File: config.mk
export PLATFORM = sky130hd
export DESIGN_NAME = regbank_top
export DESIGN_NICKNAME = d
export VERILOG_FILES = /design/src/rtl/regbank_pkg.sv /design/src/rtl/regbank_decode.sv /design/src/rtl/regbank_inst.sv /design/src/rtl/regbank_glob.sv /design/src/rtl/regbank_rdmux.sv /design/src/rtl/regbank_top.sv
export SDC_FILE = /design/constraint.sdc
export NUM_CORES = 1
export LEC_CHECK = 0
export CORE_ASPECT_RATIO = 1.5
export CORE_MARGIN = 8
export CORE_UTILIZATION = 40
export CTS_CLUSTER_DIAMETER = 100
export DETAILED_ROUTE_END_ITERATION = 6
export GPL_ROUTABILITY_DRIVEN = 0
export HOLD_SLACK_MARGIN = 0.03
export PLACE_DENSITY = 0.62
export SKIP_CTS_REPAIR_TIMING = 1
export SLEW_MARGIN = 15
export SYNTH_ARGS = -nofsm -noshare
export SYNTH_HDL_FRONTEND = slang
export SYNTH_SLANG_ARGS = --single-unit
File: constraint.sdc
create_clock -name clk -period 2.1 [get_ports clk]
set_input_delay 0.315 -clock clk [delete_from_list [all_inputs] [get_ports clk]]
set_output_delay 0.315 -clock clk [all_outputs]
set_load 0.01 [all_outputs]
File: src/rtl/regbank_pkg.sv
package regbank_pkg;

  // all-ones mask of dw bits held in a 32-bit word
  function automatic logic [31:0] full_mask(int dw);
    return (dw >= 32) ? 32'hFFFF_FFFF : ((32'h1 << dw) - 32'h1);
  endfunction

  // one unimplemented bit per register, spread across the word
  function automatic logic [31:0] used_mask(int r, int dw);
    return full_mask(dw) & ~(32'h1 << ((5 * r + 3) % dw));
  endfunction

  // reset value: seed rotated left by 4*r, unused bit cleared,
  // software-reset bit of the control register cleared
  function automatic logic [31:0] rst_value(int r, int dw, logic [31:0] seed, int ctrl);
    int          rot;
    logic [31:0] s;
    logic [31:0] v;
    s   = seed & full_mask(dw);
    rot = (4 * r) % dw;
    v   = (rot == 0) ? s : (((s << rot) | (s >> (dw - rot))) & full_mask(dw));
    v   = v & used_mask(r, dw);
    if (r == ctrl) v[0] = 1'b0;
    return v;
  endfunction

endpackage

File: src/rtl/regbank_decode.sv
module regbank_decode #(
  parameter int NUM_INST = 8,
  parameter int NUM_REGS = 4,
  parameter int ADDR_W   = 12,
  parameter int CODE_W   = 4,
  localparam int OFF_W   = ADDR_W - CODE_W,
  localparam int RIDX_W  = $clog2(NUM_REGS),
  localparam int IIDX_W  = $clog2(NUM_INST)
) (
  input  logic [ADDR_W-1:0]   addr,
  input  logic                we,
  output logic [NUM_INST-1:0] inst_we,
  output logic [RIDX_W-1:0]   ridx,
  output logic [IIDX_W-1:0]   inst_code,
  output logic                off_ok,
  output logic                bcast_hit,
  output logic                inst_rd,
  output logic                glob_sel,
  output logic                glob_we
);
  localparam logic [CODE_W-1:0] BCAST_CODE = {1'b1, {(CODE_W-1){1'b0}}};
  localparam logic [CODE_W-1:0] GLOB_CODE  = '1;
  localparam logic [CODE_W-1:0] NINST_CODE = CODE_W'(NUM_INST);
  localparam logic [OFF_W-1:0]  NREG_OFF   = OFF_W'(NUM_REGS);

  logic [CODE_W-1:0] code;
  logic [OFF_W-1:0]  off;

  assign code      = addr[ADDR_W-1 -: CODE_W];
  assign off       = addr[OFF_W-1:0];
  assign off_ok    = off < NREG_OFF;
  assign ridx      = off[RIDX_W-1:0];
  assign inst_code = code[IIDX_W-1:0];
  assign bcast_hit = code == BCAST_CODE;
  assign inst_rd   = (code < NINST_CODE) && off_ok;
  assign glob_sel  = (code == GLOB_CODE) && (off == '0);
  assign glob_we   = we && glob_sel;

  for (genvar i = 0; i < NUM_INST; i++) begin : g_we
    assign inst_we[i] = we && off_ok && (bcast_hit || (code == CODE_W'(i)));
  end
endmodule

File: src/rtl/regbank_inst.sv
module regbank_inst
  import regbank_pkg::*;
#(
  parameter int          NUM_REGS = 4,
  parameter int          DATA_W   = 16,
  parameter logic [31:0] SEED     = 32'h0000_A5C3,
  localparam int         RIDX_W   = $clog2(NUM_REGS),
  localparam int         CTRL_IDX = NUM_REGS - 1
) (
  input  logic                             clk,
  input  logic                             rst_n,
  input  logic                             we,
  input  logic [RIDX_W-1:0]                ridx,
  input  logic [DATA_W-1:0]                wdata,
  input  logic                             glob_fire,
  output logic                             soft_fire,
  output logic [NUM_REGS-1:0][DATA_W-1:0]  regs_q
);
  localparam logic [RIDX_W-1:0] CTRL_OFF = RIDX_W'(CTRL_IDX);

  logic wipe;

  // software reset: control bit 0 written from 1 to 0
  assign soft_fire = we && (ridx == CTRL_OFF) && !wdata[0] && regs_q[CTRL_IDX][0];
  assign wipe      = soft_fire || glob_fire;

  for (genvar r = 0; r < NUM_REGS; r++) begin : g_reg
    localparam logic [DATA_W-1:0] RV   = DATA_W'(rst_value(r, DATA_W, SEED, CTRL_IDX));
    localparam logic [DATA_W-1:0] MASK = DATA_W'(used_mask(r, DATA_W));
    logic hit;
    assign hit = we && (ridx == RIDX_W'(r));

    always_ff @(posedge clk or negedge rst_n) begin
      if (!rst_n)    regs_q[r] <= RV;
      else if (wipe) regs_q[r] <= RV;
      else if (hit)  regs_q[r] <= wdata & MASK;
    end
  end
endmodule

File: src/rtl/regbank_glob.sv
module regbank_glob #(
  parameter int DATA_W = 16
) (
  input  logic              clk,
  input  logic              rst_n,
  input  logic              we,
  input  logic [DATA_W-1:0] wdata,
  output logic [DATA_W-1:0] glob_q,
  output logic              glob_fire
);
  // bit 0 is a one-shot request; it fires while set and clears on the same edge
  assign glob_fire = glob_q[0];

  always_ff @(posedge clk or negedge rst_n) begin
    if (!rst_n) begin
      glob_q <= '0;
    end else if (we) begin
      glob_q <= {wdata[DATA_W-1:1], wdata[0] & ~glob_q[0]};
    end else begin
      glob_q[0] <= 1'b0;
    end
  end
endmodule

File: src/rtl/regbank_rdmux.sv
module regbank_rdmux #(
  parameter int NUM_INST = 8,
  parameter int NUM_REGS = 4,
  parameter int DATA_W   = 16,
  localparam int RIDX_W  = $clog2(NUM_REGS),
  localparam int IIDX_W  = $clog2(NUM_INST)
) (
  input  logic [NUM_INST-1:0][NUM_REGS-1:0][DATA_W-1:0] all_regs,
  input  logic [DATA_W-1:0]                             glob_q,
  input  logic [RIDX_W-1:0]                             ridx,
  input  logic [IIDX_W-1:0]                             inst_code,
  input  logic                                          off_ok,
  input  logic                                          bcast_hit,
  input  logic                                          inst_rd,
  input  logic                                          glob_sel,
  output logic [DATA_W-1:0]                             rdata
);
  always_comb begin
    rdata = '0;
    if (glob_sel)                rdata = glob_q;
    else if (bcast_hit && off_ok) rdata = all_regs[0][ridx];
    else if (inst_rd)            rdata = all_regs[inst_code][ridx];
  end
endmodule

File: src/rtl/regbank_top.sv
module regbank_top #(
  parameter int          NUM_INST = 8,
  parameter int          NUM_REGS = 4,
  parameter int          DATA_W   = 16,
  parameter int          ADDR_W   = 12,
  parameter int          CODE_W   = 4,
  parameter logic [31:0] SEED     = 32'h0000_A5C3,
  localparam int         RIDX_W   = $clog2(NUM_REGS),
  localparam int         IIDX_W   = $clog2(NUM_INST)
) (
  input  logic              clk,
  input  logic              rst_n,
  input  logic [ADDR_W-1:0] bus_addr,
  input  logic              bus_we,
  input  logic [DATA_W-1:0] bus_wdata,
  output logic [DATA_W-1:0] bus_rdata
);
  logic [NUM_INST-1:0]                        inst_we_w;
  logic [NUM_INST-1:0]                        soft_fire_w;
  logic [NUM_INST-1:0][NUM_REGS-1:0][DATA_W-1:0] regs_w;
  logic [RIDX_W-1:0]                          ridx_w;
  logic [IIDX_W-1:0]                          inst_code_w;
  logic                                       off_ok_w;
  logic                                       bcast_hit_w;
  logic                                       inst_rd_w;
  logic                                       glob_sel_w;
  logic                                       glob_we_w;
  logic                                       glob_fire_w;
  logic [DATA_W-1:0]                          glob_q_w;

  regbank_decode #(
    .NUM_INST(NUM_INST), .NUM_REGS(NUM_REGS), .ADDR_W(ADDR_W), .CODE_W(CODE_W)
  ) decode_i (
    .addr(bus_addr), .we(bus_we), .inst_we(inst_we_w), .ridx(ridx_w),
    .inst_code(inst_code_w), .off_ok(off_ok_w), .bcast_hit(bcast_hit_w),
    .inst_rd(inst_rd_w), .glob_sel(glob_sel_w), .glob_we(glob_we_w)
  );

  regbank_glob #(.DATA_W(DATA_W)) glob_i (
    .clk(clk), .rst_n(rst_n), .we(glob_we_w), .wdata(bus_wdata),
    .glob_q(glob_q_w), .glob_fire(glob_fire_w)
  );

  for (genvar i = 0; i < NUM_INST; i++) begin : g_inst
    regbank_inst #(.NUM_REGS(NUM_REGS), .DATA_W(DATA_W), .SEED(SEED)) inst_i (
      .clk(clk), .rst_n(rst_n), .we(inst_we_w[i]), .ridx(ridx_w),
      .wdata(bus_wdata), .glob_fire(glob_fire_w),
      .soft_fire(soft_fire_w[i]), .regs_q(regs_w[i])
    );
  end

  regbank_rdmux #(.NUM_INST(NUM_INST), .NUM_REGS(NUM_REGS), .DATA_W(DATA_W)) rdmux_i (
    .all_regs(regs_w), .glob_q(glob_q_w), .ridx(ridx_w), .inst_code(inst_code_w),
    .off_ok(off_ok_w), .bcast_hit(bcast_hit_w), .inst_rd(inst_rd_w),
    .glob_sel(glob_sel_w), .rdata(bus_rdata)
  );
endmodule

* Yosys cells after proc, flatten, opt, wreduce, memory -nomap -nowiden *
Index checks and enable logic that the tools add are counted.

word-level totals
  flip-flop bits (word level) = 528
  bits of input ports = 31
  output and inout port bits = 16

operators by class
  $lt $le $gt $ge = 4
  eq/ne operators = 12
  multiplexer cells = 74
  bitwise gates (word level) = 2
  reduce and logical (&&, ||, !) cells = 113

operators by type and width
  operator                                              count
  2-to-1 mux 16 bit                                     69
  binary-select mux 64 bit (select 3 bit)               1
  binary-select mux 16 bit (select 2 bit)               2
  2-to-1 mux 64 bit                                     1
  nonzero test 2 bit                                    32
  logical AND 1 bit                                     61
  equality test 4 x 3 -> 1 bit (second input constant)  4
  logical OR 1 bit                                      16
  equality test 4 x 2 -> 1 bit (second input constant)  2
  equality test 4 bit (second input constant)           2
  zero test 8 bit                                       1
  < comparator 8 x 3 -> 1 bit (second input constant)   1
  equality test 2 bit (second input constant)           2
  equality test 4 x 1 -> 1 bit (second input constant)  1
  zero test 4 bit                                       1
  < comparator 3 x 4 -> 1 bit (second input constant)   1
  < comparator 4 bit (second input constant)            1
  < comparator 2 x 3 -> 1 bit (second input constant)   1
  equality test 2 x 1 -> 1 bit (second input constant)  1
  zero test 2 bit                                       1
  bitwise AND 1 bit                                     1
  zero test 1 bit                                       1
  2-to-1 mux 1 bit                                      1
  inverter 1 bit                                        1

* Logic depth before layout (Yosys ltp) *
  depth after elaboration = 8
  gate-level depth with buffers = 9
  depth with buffers taken out = 5

* Modules after synthesis *
A second synthesis with hierarchy kept.

unflattened totals
  cell total of the unflattened synthesis = 2092
  area, all modules = 25564.5 um^2

modules (own cells, without submodules)
  module          times used  cells each  area each (um^2)
  regbank_inst    8           199         2452.4
  regbank_rdmux   1           425         5028.6
  regbank_glob    1           35          651.9
  regbank_decode  1           40          265.3

* Worst setup path after synthesis *
No wires, ideal clock.

  kind = input port to output port
  from = in bus_addr[8]
  to = out bus_rdata[0]
  data arrival time = 1931 ps
  path slack = -146 ps
  cell stages on the path = 7
  buffers on the path = 3
  path through = buf_2 buf_6 buf_4 mux4_2 o22a_1 nor4_1 o22ai_1

between the ends
  cells in the longest elaborated chain, start to end = 7

RTL lines
  element                                  line                 RTL
  start: declaration                       regbank_top.sv:13    input logic [ADDR_W-1:0] bus_addr,
  binary-select mux 64 bit (select 3 bit)  regbank_rdmux.sv:22  else if (inst_rd) rdata = all_regs[inst_code][ridx];
  2-to-1 mux 64 bit (implied by the code)  regbank_rdmux.sv:22
  binary-select mux 16 bit (select 2 bit)  regbank_rdmux.sv:22
  2-to-1 mux 16 bit (implied by the code)  regbank_rdmux.sv:22
  2-to-1 mux 16 bit                        regbank_rdmux.sv:22
  2-to-1 mux 16 bit                        regbank_rdmux.sv:21  else if (bcast_hit && off_ok) rdata = all_regs[0][ridx];
  2-to-1 mux 16 bit *                      regbank_rdmux.sv:20  if (glob_sel) rdata = glob_q;
  end: declaration                         regbank_top.sv:16    output logic [DATA_W-1:0] bus_rdata

Every way passes the cells marked *; elsewhere a longest branch is shown, timed or not. The select of a mux whose other input is x is not followed.

* Worst setup path after layout *
  from = reg g_inst[4].inst_i.regs_q[51] (netlist bit)
  to = out bus_rdata[3]

between the ends
  cells in the longest elaborated chain, start to end = 7

RTL lines
  element                                  line                 RTL
  start: declaration                       regbank_inst.sv:17   output logic [NUM_REGS-1:0][DATA_W-1:0] regs_q
  start signal: indexed assignment         regbank_inst.sv:36   else if (hit) regs_q[r] <= wdata & MASK;
  binary-select mux 64 bit (select 3 bit)  regbank_rdmux.sv:22
  2-to-1 mux 64 bit (implied by the code)  regbank_rdmux.sv:22
  binary-select mux 16 bit (select 2 bit)  regbank_rdmux.sv:22
  2-to-1 mux 16 bit (implied by the code)  regbank_rdmux.sv:22
  2-to-1 mux 16 bit                        regbank_rdmux.sv:22
  2-to-1 mux 16 bit                        regbank_rdmux.sv:21
  2-to-1 mux 16 bit                        regbank_rdmux.sv:20

No other way between the ends. The select of a mux whose other input is x is not followed.

==> metrics <==
status=complete, but fails checks; failing checks=setup timing; Post-Syn Area per Cell=9.215 um2; Clock transition at path regs=0.06 ns; final hold slack=0.1775 ns; maximum VDD drop=0.0004965 V; All-Layer GR Usage=0.2857; htree depth=2; cell total after placement=3880; Crit Path Class=reg -> out; skew final=0.01413 ns; count of final setup violators=16; sequential area share after synthesis=0.4918; full die area=73230 um2; Final Hold Viols=0; first-pass GRT wire length=157.4 mm; clock sink total=496; Post-Synth Adder-Cell Area=0; DR vias=24180; XOR/XNOR Fraction of Synth Area=0.001016; CTS tree=built; Slew Limit Fails=0; reg2reg path depth=4; Die H=327.5 um; Slew headroom=0.4387; Synth Cell Area=25870 um2; Ports=47; DRT antenna net count=0; final layout net count=3131; worst min path class=in -> async; Port Buffers=46; Leak=0.01442 uW; die width=223.6 um; worst slew pin tran=0.8419 ns; pwr/cell area=624.8 nW/um2; DRT iter0 DRCs=3017; Fmax=328.9 MHz; grt ovf=0; Warnings, synthesis=0; Area growth syn-to-layout=29.80%; crit path max fanout=2; post-DP HPWL=75.96 mm; FP Rows=114; drt pass-1 iters=6; CP required=1.78 ns; ant diodes=0; Synth area leaders=dfstp_2, dfrtp_1, nand2_1, a21oi_1, mux4_2; setup slack after layout=-0.9405 ns; Synth Area in Simple Gates=0.2111; clk_lat worst skew=0.60 ns; Post-Syn Instances=2807; Synth async-reset ratio=1.000; EDFF count, synth=0; clock root cell=clkbuf_16; RSZ-0062 raised after global routing=yes; top_reg_cell synth=dfstp_2; drc violations=0; Design Power=20980 uW; mux share of post-synthesis cell area=0.1046; FF-to-FF setup slack=0.36 ns; Core ar.=64190 um2; largest net degree at the start of global routing=66; post-synth net total=2838; Synth Area in Compound Gates=0.1375; share of layout cells above drive strength 1=0.3682; maximum capacitance violations=0; Synth Register Bits=496; minimum clock period=3.040 ns; Via density=6.124; fin util=0.5231; post-synth cell types=73; Tcrit/Tclk final=1.448; DRT Wirelength=107.9 mm; DR WL/cell=27.31 um; CP startpoint kind=flop; crit end category=output pin; initial antenna violation count=0; CP Data Arrival Time=2.73 ns; Worst R2R End=g_inst[4].inst_i.regs_q[46]; CTS Buf Count=45; main combinational cell family by area after synthesis=simple AND/OR/NAND/NOR gates; Final Non-Filler Cells=3949; Starting Density=0.4030; post-synth top area share=0.2519; reg2reg start=glob_i.glob_q[0]; cell taking the most area after synthesis=dfstp_2; number of global-route vias before repair=23970; Clock Path Buffers=3
worst max-delay path: stages, from the launching register on:
cell and delay (ns):
dfstp_2 0.38, mux4_2 0.51, mux4_2 0.56, a211oi_2 0.27, a311oi_2 0.09, buf_4 0.19, buf_6 0.12
Yosys cell counts, drive strengths merged (43+ instances only):
master,n
o21ai,128
dfrtp,248
nor2,125
clkbuf,140
nand2,748
mux4,52
a21oi,239
o22ai,60
mux2i,43
nand3,211
buf,136
mux2,98
dfstp,248
cells in the final DEF, fill, tap and decap left out, drive strengths merged, types with 4 or more instances in the layout:
cell	instances
dfstp	248
clkinv	7
nor3	34
nor2	125
a22oi	13
nand2b	13
clkbuf	72
buf	503
nand3b	20
clkdlybuf4s50	13
inv	23
a31oi	8
mux2i	43
or3	8
nand2	748
a222oi	8
mux4	52
a2111oi	30
nor4	11
a21o	5
o32ai	18
or2	5
bufinv	4
a31o	16
dfrtp	248
a211oi	33
nor2b	30
mux2	98
o22ai	60
and2	4
nand3	211
o21ai	128
and4b	4
o2bb2ai	10
a21oi	239
layout make-up:
cell class              instances  area [um2]
clock inverters                15       207.7
multi-input cells            2014       12970
fillers                      5560       30610
repair buffers                522        5207
well taps                     812        1016
flip-flops and latches        496       12730
clock buffers                  69        1369
inverters                      21       81.33
per-stage QoR:
stage           TNS, ns  cell area, um2  worst slack (ns)
2_1_floorplan  -0.04934           25980          -0.02198
3_3_place_gp    -267.00           30970            -1.600
3_5_place_dp    -273.83           30970            -1.629
4_1_cts          -23.93           32550            -1.632
5_1_grt          -11.11           33580           -0.9660
6_report         -10.42           33580           -0.9405
routing by layer:
layer / GRT usage / part of all wire
met5: 0 / 0
met4: 0.2213 / 0.089
met2: 0.4661 / 0.47
met3: 0.05120 / 0.086
met1: 0.3311 / 0.35
power by group:
part	internal [uW]	total, uW	switching, uW
combinational	836	2220	1390
sequential	9730	9810	73.7
clock	5020	8950	3930
how the worst max path moves through the flow:
| stage | startpoint | endpoint | slack [ns] | depth (start not counted) |
|---|---|---|---|---|
| floorplan | bus_addr[9] | bus_rdata[0] | -0.02 | 8 |
| global placement | bus_addr[10] | bus_rdata[11] | -1.60 | 11 |
| detailed placement | bus_addr[0] | bus_rdata[11] | -1.63 | 8 |
| CTS | bus_addr[0] | bus_rdata[11] | -1.63 | 8 |
| global route | g_inst[4].inst_i.regs_q[51] | bus_rdata[3] | -0.97 | 6 |
| finish | g_inst[4].inst_i.regs_q[51] | bus_rdata[3] | -0.94 | 6 |
cells by family (layout without fill, tap and decap cells):
| family | after synthesis | in the layout |
|---|---|---|
| AOI/OAI and AO/OA | 588 | 588 |
| muxes | 193 | 193 |
| and+or+nand+nor | 1230 | 1230 |
| buffers and inverters | 297 | 627 |
| DFF | 496 | 496 |
| xor gates and xnor gates | 3 | 3 |
registers in the layout, summed over array words and instances, names as in the netlist:
name	cells
g_inst.inst_i.regs_q	480
glob_i.glob_q	16
Power figures use the tool's default switching activity.
